===== src/rtl/xmem_pkg.sv =====
package xmem_pkg;

  typedef enum logic [1:0] {
    OP_FILL  = 2'b00,
    OP_WRITE = 2'b01,
    OP_READ  = 2'b10,
    OP_NONE  = 2'b11
  } xop_e;

  typedef enum logic [2:0] {
    S_IDLE,
    S_OPEN,
    S_FETCH,
    S_SETUP,
    S_STROBE,
    S_RECOVER,
    S_PUSH,
    S_CLOSE
  } xst_e;

  // true when the operation drives the data bus toward memory
  function automatic logic op_drives(input xop_e o);
    return (o == OP_FILL) || (o == OP_WRITE);
  endfunction

  // true when the state keeps the request strobe asserted
  function automatic logic st_framed(input xst_e s);
    return (s != S_IDLE) && (s != S_CLOSE);
  endfunction

endpackage


===== src/rtl/xmem_walker.sv =====
module xmem_walker #(
  parameter int AW = 19,
  parameter int LW = 32
) (
  input  logic          clk,
  input  logic          rst_n,
  input  logic          load,
  input  logic [AW-1:0] base,
  input  logic [LW-1:0] len,
  input  logic          step,
  output logic [AW-1:0] addr,
  output logic          last
);

  localparam logic [AW-1:0] ONE_A = {{(AW-1){1'b0}}, 1'b1};
  localparam logic [LW-1:0] ONE_L = {{(LW-1){1'b0}}, 1'b1};

  function automatic logic [AW-1:0] addr_after(input logic [AW-1:0] a);
    return a + ONE_A;
  endfunction

  logic [LW-1:0] remaining;

  always_ff @(posedge clk or negedge rst_n) begin
    if (!rst_n) begin
      addr      <= '0;
      remaining <= '0;
    end else if (load) begin
      addr      <= base;
      remaining <= len;
    end else if (step) begin
      addr      <= addr_after(addr);
      remaining <= remaining - ONE_L;
    end
  end

  assign last = (remaining == ONE_L);

endmodule


===== src/rtl/xmem_pulse.sv =====
module xmem_pulse #(
  parameter int WR_LOW = 2,
  parameter int RD_LOW = 3
) (
  input  logic clk,
  input  logic rst_n,
  input  logic run,
  input  logic is_read,
  output logic expire
);

  localparam int MAXW = (WR_LOW > RD_LOW) ? WR_LOW : RD_LOW;
  localparam int CW   = $clog2(MAXW + 1);

  logic [CW-1:0] cnt;
  logic [CW-1:0] lim;

  assign lim    = is_read ? CW'(RD_LOW - 1) : CW'(WR_LOW - 1);
  assign expire = run && (cnt == lim);

  always_ff @(posedge clk or negedge rst_n) begin
    if (!rst_n)       cnt <= '0;
    else if (!run)    cnt <= '0;
    else if (!expire) cnt <= cnt + 1'b1;
  end

  // the width counter never passes its limit
  a_r3_count_bounded: assert property (@(posedge clk) disable iff (!rst_n)
    run |-> (cnt <= lim));

endmodule


===== src/rtl/xmem_seq.sv =====
module xmem_seq
  import xmem_pkg::*;
#(
  parameter int AW     = 19,
  parameter int DW     = 8,
  parameter int LW     = 32,
  parameter int WR_LOW = 2,
  parameter int RD_LOW = 3
) (
  input  logic          clk,
  input  logic          rst_n,
  input  logic          start,
  input  logic [1:0]    op,
  input  logic [AW-1:0] base_addr,
  input  logic [LW-1:0] length,
  input  logic [DW-1:0] fill_byte,
  output logic          busy,
  output logic          done,
  input  logic [DW-1:0] src_data,
  input  logic          src_valid,
  output logic          src_ready,
  output logic [DW-1:0] snk_data,
  output logic          snk_valid,
  input  logic          snk_ready,
  output logic [AW-1:0] mem_addr,
  output logic [DW-1:0] mem_dout,
  input  logic [DW-1:0] mem_din,
  output logic          mem_doe,
  output logic          mreq_n,
  output logic          rd_n,
  output logic          wr_n
);

  xst_e          state, state_nx;
  xop_e          op_q;
  logic [DW-1:0] wbuf, rbuf;
  logic          load, step, last, expire;
  logic          in_strobe, no_work;

  // named internal events
  assign in_strobe = (state == S_STROBE);
  assign no_work   = (length == '0) || (xop_e'(op) == OP_NONE);
  assign load      = (state == S_IDLE) && start;
  assign step      = ((state == S_RECOVER) && (op_q != OP_READ)) ||
                     ((state == S_PUSH) && snk_ready);

  xmem_walker #(.AW(AW), .LW(LW)) u_walk (
    .clk(clk), .rst_n(rst_n), .load(load), .base(base_addr),
    .len(length), .step(step), .addr(mem_addr), .last(last)
  );

  xmem_pulse #(.WR_LOW(WR_LOW), .RD_LOW(RD_LOW)) u_pulse (
    .clk(clk), .rst_n(rst_n), .run(in_strobe),
    .is_read(op_q == OP_READ), .expire(expire)
  );

  always_comb begin
    state_nx = state;
    unique case (state)
      S_IDLE:    if (start) state_nx = no_work ? S_CLOSE : S_OPEN;
      S_OPEN:    state_nx = (op_q == OP_WRITE) ? S_FETCH : S_SETUP;
      S_FETCH:   if (src_valid) state_nx = S_SETUP;
      S_SETUP:   state_nx = S_STROBE;
      S_STROBE:  if (expire) state_nx = S_RECOVER;
      S_RECOVER: begin
        if (op_q == OP_READ)       state_nx = S_PUSH;
        else if (last)             state_nx = S_CLOSE;
        else if (op_q == OP_WRITE) state_nx = S_FETCH;
        else                       state_nx = S_SETUP;
      end
      S_PUSH:    if (snk_ready) state_nx = last ? S_CLOSE : S_SETUP;
      S_CLOSE:   state_nx = S_IDLE;
      default:   state_nx = S_IDLE;
    endcase
  end

  always_ff @(posedge clk or negedge rst_n) begin
    if (!rst_n) begin
      state <= S_IDLE;
      op_q  <= OP_NONE;
      wbuf  <= '0;
      rbuf  <= '0;
    end else begin
      state <= state_nx;
      if (load) begin
        op_q <= xop_e'(op);
        wbuf <= fill_byte;
      end
      if ((state == S_FETCH) && src_valid) wbuf <= src_data;
      if (expire && (op_q == OP_READ))     rbuf <= mem_din;
    end
  end

  assign busy      = (state != S_IDLE);
  assign done      = (state == S_CLOSE);
  assign src_ready = (state == S_FETCH);
  assign snk_valid = (state == S_PUSH);
  assign snk_data  = rbuf;
  assign mem_dout  = wbuf;
  assign mreq_n    = !st_framed(state);
  assign mem_doe   = st_framed(state) && op_drives(op_q);
  assign wr_n      = !(in_strobe && (op_q != OP_READ));
  assign rd_n      = !(in_strobe && (op_q == OP_READ));

  // assertion-side counters of strobe low time
  logic [7:0] wr_low_run, rd_low_run;
  always_ff @(posedge clk or negedge rst_n) begin
    if (!rst_n) begin
      wr_low_run <= '0;
      rd_low_run <= '0;
    end else begin
      wr_low_run <= wr_n ? 8'd0 : wr_low_run + 8'd1;
      rd_low_run <= rd_n ? 8'd0 : rd_low_run + 8'd1;
    end
  end

  a_r1_strobe_framed: assert property (@(posedge clk) disable iff (!rst_n)
    (!wr_n || !rd_n) |-> !mreq_n);
  a_r1_close_after_done: assert property (@(posedge clk) disable iff (!rst_n)
    $rose(mreq_n) |-> done);
  a_r2_addr_held: assert property (@(posedge clk) disable iff (!rst_n)
    (!wr_n || !rd_n) |-> $stable(mem_addr));
  a_r3_wr_width: assert property (@(posedge clk) disable iff (!rst_n)
    $rose(wr_n) |-> (wr_low_run == 8'(WR_LOW)));
  a_r3_data_held: assert property (@(posedge clk) disable iff (!rst_n)
    !wr_n |-> ($stable(mem_dout) && mem_doe));
  a_r4_rd_width: assert property (@(posedge clk) disable iff (!rst_n)
    $rose(rd_n) |-> (rd_low_run == 8'(RD_LOW)));
  a_r4_bus_released: assert property (@(posedge clk) disable iff (!rst_n)
    !rd_n |-> !mem_doe);
  a_r7_fetch_only_write: assert property (@(posedge clk) disable iff (!rst_n)
    src_ready |-> ((op_q == OP_WRITE) && !mreq_n && wr_n));
  a_r8_sink_hold: assert property (@(posedge clk) disable iff (!rst_n)
    (snk_valid && !snk_ready) |=> (snk_valid && $stable(snk_data)));
  a_r10_done_pulse: assert property (@(posedge clk) disable iff (!rst_n)
    done |=> !done);

endmodule


===== config.mk =====
export PLATFORM = sky130hd
export DESIGN_NAME = xmem_seq
export DESIGN_NICKNAME = d
export VERILOG_FILES = /design/src/rtl/xmem_pkg.sv /design/src/rtl/xmem_walker.sv /design/src/rtl/xmem_pulse.sv /design/src/rtl/xmem_seq.sv
export SDC_FILE = /design/constraint.sdc
export NUM_CORES = 1
export LEC_CHECK = 0
export ABC_CLOCK_PERIOD_IN_PS = 6100
export CAP_MARGIN = 10
export CORE_ASPECT_RATIO = 2
export CORE_MARGIN = 2
export CORE_UTILIZATION = 52
export CTS_CLUSTER_SIZE = 12
export DETAILED_ROUTE_END_ITERATION = 8
export GPL_TIMING_DRIVEN = 0
export PLACE_DENSITY = 0.86
export SETUP_SLACK_MARGIN = 0.5
export SLEW_MARGIN = 20
export SYNTH_ARGS = -nofsm -noshare
export SYNTH_HDL_FRONTEND = slang
export SYNTH_HIERARCHICAL = 1
export SYNTH_SLANG_ARGS = --single-unit

===== constraint.sdc =====
create_clock -name clk -period 6.1 [get_ports clk]
set_input_delay 1.22 -clock clk [delete_from_list [all_inputs] [get_ports clk]]
set_output_delay 1.22 -clock clk [all_outputs]
set_load 0.02 [all_outputs]

==> results.sh, run 1 <==
export IMPL_outcome="finished with violations"
export IMPL_failed_checks="design-rule violations"
export IMPL_drc=1
export IMPL_start_util_pct=52.8
export IMPL_wl_mm=13.7
export IMPL_worstReg2RegEnd="state[2]"
export IMPL_dominantRegCellSynth="dfrtp_1"
export IMPL_p_leak_nw=2.20
export IMPL_cts_repair_resized=0
export IMPL_drv_cap=0
export IMPL_hold_buffers=0
export IMPL_drt_iter0_drc=399
export IMPL_cts_tree="built"
export IMPL_reg2reg_depth=8
export IMPL_power_mw=2.87
export IMPL_required_ns=6.36
export IMPL_clkLatencyLatePin_ns=0.33
export IMPL_drv_slew=0
export IMPL_cpMostUsedCell="and2_1"
export IMPL_hold_class="flop to flop"
export IMPL_holdPathEnd="snk_data[7]"
export IMPL_synth_top_area_cell="dfrtp_1"
export IMPL_die_width_um=68.4
export IMPL_grt_busiest_layer="met2"
export IMPL_hpwl_mm=10.4
export IMPL_setup_viol=0
export IMPL_synth_top_area_share_pct=41.7
export IMPL_synth_edff_count=0
export IMPL_max_slew_worst_pin_slew_ns=0.855
export IMPL_seq_area_um2=1850
export IMPL_drive_gt1_share_pct=8.37
export IMPL_grt_use_total_pct=31.3
export IMPL_r2r_start="u_walk/remaining[4]"
export IMPL_routed_via_density=6.34
export IMPL_syn_area_um2=4320
export IMPL_use_met3_pct=4.51
export IMPL_worstPathCellList="clkdlybuf4s50_1, nand3b_1, o21ai_0, and2_1, buf_2, and2_1, nand4_1, or4_2, a31oi_1"
export IMPL_syn_nets=553
export IMPL_async_flop_share_pct=100
export IMPL_antenna_cells=0
export IMPL_grt_pass1_wl_mm=21.6
export IMPL_crit_slowest_cell="or4_2"
export IMPL_startpoint_type="input port"
export IMPL_antenna_found_initial=0
export IMPL_nNetsFinal=689
export IMPL_numPortBuffers=124
export IMPL_hold_viol=0
export IMPL_switchingPower_mw=1.16
export IMPL_clkPwrFrac_pct=19.9
export IMPL_fillers=614
export IMPL_top_level_ports=125
export IMPL_critPathMaxFanout=10
export IMPL_final_common_cell="clkdlybuf4s50_1"
export IMPL_num_vias=4479
export IMPL_gr_usage_met2_pct=55.1
export IMPL_die_y_um=133
export IMPL_syn2layout_area_growth_pct=39.4
export IMPL_ys_seq_area_share_pct=42.9
export IMPL_whs_ns=0.506
export IMPL_max_freq_ghz=0.273
export IMPL_final_antenna_net_count=0
export IMPL_hold_start="snk_data[7]"
export IMPL_fp_coreArea_um2=8170
export IMPL_power_frac_comb_pct=45.6
export IMPL_cts_buffers=9
export IMPL_finalNonFillerCells=707
export IMPL_synth_warnings=6
export IMPL_cp_data_arrival_time_ns=3.92
export IMPL_gp_congestion=0.967
export IMPL_synth_area_leaders="dfrtp_1, nand2_1, o21ai_0"
export IMPL_power_report_internal_total_mw=1.71
export IMPL_layout_common_cells="clkdlybuf4s50_1, dfrtp_1, nand2_1, nor2_1, o21ai_0"
export IMPL_hold_depth=1
export IMPL_gr_total_overflow=0
export IMPL_relSlewSlack_pct=42.4
export IMPL_post_drt_wl_per_cell_um=19.4
export IMPL_postSynthCellCount=468
export IMPL_drt_pass1_iter_count=8
export IMPL_placementRows=47
export IMPL_cts_max_path_buffers=2
export IMPL_avgSynthCellArea_um2=9.23
export IMPL_dieArea_um2=9090
export IMPL_reg2reg_slack_ns=3.00
export IMPL_cts_clk_slew_worst_paths_ns=0.06
export IMPL_clock_sinks=74
export IMPL_cts_htree_levels=3
export IMPL_ir_worst_vdd_mv=0.371
export IMPL_post_route_min_period_ns=3.66
export IMPL_cts_root_buf="clkbuf_16"
export IMPL_grt_pass1_vias=4608
export IMPL_p_per_area_nw_per_um2=476
export IMPL_use_met1_pct=32.8
export IMPL_multi_input_area_um2=2310
export IMPL_fin_crit_sh_pct=60.0
export IMPL_endpoint_kind="flop"
export IMPL_fin_skew_ns=0.00551
export IMPL_placedCellCount=691
export IMPL_setup_tns_ns=0
export IMPL_rsz0062_at_grt="no"
export IMPL_max_stage_delay_ns=0.69
export IMPL_grt_max_degree=40
export IMPL_seqPwrFrac_pct=34.5
export IMPL_ys_seq_elements=74
export IMPL_ys_types=58
export IMPL_post_cts_buffers=0
export IMPL_critPathKind="input port to flop"
export IMPL_switching_share_pct=40.5
[worst max path at each step]
stage	start	end	slack, ns	cells after the start
finish	snk_ready	u_walk/remaining[28]	2.44	9
global placement	rst_n	mem_dout[4]	1.23	1
CTS	snk_ready	u_walk/remaining[28]	2.53	9
global route	snk_ready	u_walk/remaining[28]	2.31	9
floorplan	snk_ready	u_walk/remaining[25]	3.09	7
detailed placement	snk_ready	u_walk/remaining[28]	2.18	9
[through the flow]
stage,instance area (µm²),util [%],setup slack (ns)
global route,6020,73.7,2.31
detailed placement,5700,69.7,2.18
CTS,6020,73.7,2.53
finish,6020,73.7,2.44
floorplan,4320,-,3.09
global placement,5680,69.5,1.23
[cell type report]
type | count | share of cell area [%]
plain buffers | 24 | 1.95
clock buffers | 11 | 4.03
clock inverters | 5 | 1.31
inverters | 10 | 0.623
multi-input cells | 360 | 38.3
flip-flops and latches | 74 | 30.8
well taps | 98 | 2.04
repair buffers | 125 | 20.9
[cell usage after synthesis, drive strengths merged, types with 2 or more instances]
master / instances
inv: 10
or3: 5
or2: 3
dfrtp: 72
o211ai: 6
nand2: 57
xnor2: 15
and2: 6
nand4b: 3
mux2: 11
o31ai: 12
ha: 3
nand3b: 5
dfstp: 2
clkbuf: 19
nor4: 19
nor2: 35
nor3: 11
nor3b: 3
and3: 5
or3b: 2
or4b: 4
nor2b: 3
buf: 5
nand2b: 2
nand4: 17
a31oi: 18
xor2: 9
o21ai: 39
nand3: 13
o41ai: 7
a21oi: 3
mux2i: 10
or4: 22
o21a: 2
[power by group through the flow]
stage | registers (mW) | clock network [mW] | logic [mW]
after floorplan | 1.06 | 0 | 0.642
after global placement | 0.963 | 0 | 1.25
after detailed placement | 0.982 | 0 | 1.29
after CTS | 0.979 | 0.578 | 1.30
after global routing | 1.02 | 0.597 | 1.41
final | 0.990 | 0.570 | 1.31
[kinds of logic after synthesis]
kind of cell               Yosys count  share of synthesized area (%)
AOI/OAI and AO/OA                   92                           13.6
DFF                                 74                           42.9
xor gates and xnor gates            24                           4.87
adders and majority gates            3                          0.869
buffers and inverters               34                           3.59
muxes                               22                           5.80
and+or+nand+nor                    219                           28.3
[worst max-delay path: cells and delay by family]
kind                   cells  cell delay (ns)
buffers and inverters      2             0.76
AOI/OAI and AO/OA          2             0.25
and+or+nand+nor            5             1.67
[flip-flops by register name, summed over array words and instances (netlist names)]
register	count
state	3
snk_data	8
u_walk/addr	19
u_walk/remaining	32
u_pulse/cnt	2
op_q	2
mem_dout	8
[layer usage]
metal | up-vias | share of wire, %
met1 | 2165 | 34
met2 | 238 | 56
met3 | 55 | 5.5
met5 | - | 0
li1 | 2021 | -
met4 | 0 | 4.6
Power figures use the tool's default switching activity.
==> inputs of run 2 (changes only) <==
Settings changed: ABC_CLOCK_PERIOD_IN_PS 6100 to 3000, CORE_UTILIZATION 52 to 44, PLACE_DENSITY 0.86 to 0.78.
Clock period 6.1 ns to 3 ns, I/O delays scaled along.
==> results.sh, run 2 (synthesis gave the netlist of run 1 again) <==
export IMPL_drive_gt1_share_pct=13.9
export IMPL_num_vias=4482
export IMPL_placementRows=51
export IMPL_cpMostUsedCell="or4_4"
export IMPL_cts_htree_levels=3
export IMPL_endpoint_kind="flop"
export IMPL_relSlewSlack_pct=56.5
export IMPL_gr_total_overflow=0
export IMPL_wl_met1_mm=4.58
export IMPL_top_level_ports=125
export IMPL_drc=0
export IMPL_startpoint_type="flop"
export IMPL_layout_common_cells="clkdlybuf4s50_1, dfrtp_1, nand2_1, nor2_1, o21ai_0"
export IMPL_ir_worst_vdd_mv=0.659
export IMPL_hold_viol=0
export IMPL_numPortBuffers=124
export IMPL_gp_congestion=0.932
export IMPL_dieArea_um2=10700
export IMPL_routed_via_density=5.96
export IMPL_grt_use_total_pct=26.4
export IMPL_top_regs="u_walk/remaining: 32 flops, u_walk/addr: 19 flops"
export IMPL_cp_top_family="simple AND/OR/NAND/NOR gates"
export IMPL_placedCellCount=725
export IMPL_grt_pass1_wl_mm=21.7
export IMPL_max_slew_worst_pin_slew_ns=0.652
export IMPL_met2_length_mm=7.54
export IMPL_r2r_start="u_walk/remaining[27]"
export IMPL_largest_reg_flops=32
export IMPL_reg2reg_depth=7
export IMPL_cts_clk_slew_worst_paths_ns=0.06
export IMPL_topRoutingLayerUsed="met4"
export IMPL_die_y_um=144
export IMPL_worstReg2RegEnd="state[2]"
export IMPL_nNetsFinal=700
export IMPL_grt_pass1_vias=4589
export IMPL_final_util_pct=65.1
export IMPL_final_antenna_net_count=0
export IMPL_cts_root_buf="clkbuf_16"
export IMPL_max_stage_delay_ns=0.58
export IMPL_drt_pass1_iter_count=6
export IMPL_wl_mm=13.7
export IMPL_critPathKind="flop to flop"
export IMPL_crit_slowest_cell="or4_4"
export IMPL_outcome="completed"
export IMPL_fin_crit_sh_pct=86.5
export IMPL_die_width_um=74.0
export IMPL_rsz0062_at_grt="yes"
export IMPL_met3_wirelength_um=881
export IMPL_largest_register="u_walk/remaining"
export IMPL_p_leak_nw=2.33
export IMPL_crit_buf_inv=0
export IMPL_cts_tree="built"
export IMPL_p_per_area_nw_per_um2=945
export IMPL_hold_class="input port to asynchronous set/reset pin"
export IMPL_clkLatencyLatePin_ns=0.34
export IMPL_hpwl_mm=10.3
export IMPL_grt_max_degree=54
export IMPL_power_mw=5.93
export IMPL_final_common_cell="clkdlybuf4s50_1"
export IMPL_worstPathCellList="or4_4, or4_4, nor4_4, nor2b_1, o21a_1, o21ai_0, a22o_1"
export IMPL_whs_ns=0.155
export IMPL_antenna_cells=0
export IMPL_place_ws_ns=-0.283
export IMPL_post_route_min_period_ns=2.59
export IMPL_post_drt_wl_per_cell_um=18.3
export IMPL_hold_buffers=0
export IMPL_finalNonFillerCells=752
export IMPL_fin_skew_ns=0.00533
export IMPL_syn2layout_area_growth_pct=45.3
export IMPL_drt_iter0_drc=322
export IMPL_cts_buffers=9
export IMPL_drv_cap=0
export IMPL_fp_coreArea_um2=9640
export IMPL_setup_viol=0
export IMPL_max_freq_ghz=0.386
export IMPL_drv_slew=0
export IMPL_critPathMaxFanout=5
export IMPL_cts_max_path_buffers=2
export IMPL_required_ns=3.27
export IMPL_final_setup_worst_slack_ns=0.406
export IMPL_clock_sinks=74
export IMPL_antenna_found_initial=0
export IMPL_cp_data_arrival_time_ns=2.86
export IMPL_reg2reg_slack_ns=0.41
export IMPL_start_util_pct=44.8
==> run 2: worst max path at each step <==
stage	endpoint	start	cells after the start	slack, ns
6_report	state[2]	u_walk/remaining[27]	7	0.41
3_3_place_gp	u_walk/addr[14]	rst_n	1	-1.23
3_5_place_dp	u_walk/remaining[27]	snk_ready	8	-0.28
5_1_grt	u_walk/remaining[21]	op_q[0]	9	0.37
2_1_floorplan	u_walk/remaining[25]	op_q[0]	8	0.51
4_1_cts	state[2]	u_walk/remaining[8]	8	0.30
==> run 2: final cells by class <==
cell class | instances | area (µm²)
sequential | 74 | 1850
clock inverter | 6 | 82.6
tap | 132 | 165
buffer | 24 | 143
fill | 797 | 3360
clock buffer | 10 | 229
multi-input combinational | 360 | 2420
timing repair buffer | 136 | 1340
inverter | 10 | 37.5
==> run 2: worst register-to-register path: stages (launching register included) <==
cell and delay (ns):
dfrtp_1 0.40, or4_4 0.58, or4_4 0.48, nor4_4 0.42, nor2b_1 0.09, o21a_1 0.17
o21ai_0 0.23, a22o_1 0.16
==> run 2: metal layers <==
layer  track usage [%]  up-vias
met3              6.20       54
li1                  -     2043
met2              47.9      207
met1              26.6     2178
met5                 0        -
met4              14.6        0
==> run 2: metrics by stage <==
stage	area [µm²]	setup TNS (ns)
2_1_floorplan	4320	0
5_1_grt	6280	0
3_3_place_gp	5720	-90.42
6_report	6280	0
3_5_place_dp	5750	-2.05
4_1_cts	6180	0
==> run 2: report_power, final <==
group,total [mW],switching (mW),internal [mW],leakage [nW]
combinational,2.75,1.43,1.32,1.31
clock,1.13,0.411,0.723,0.152
sequential,2.05,0.571,1.48,0.875
==> run 2: what timing repair did <==
action,CTS,global route
resized for setup,26,22
endpoints found under the setup margin,30,23
cloned,0,0
buffers inserted,7,4
pin swaps,5,7
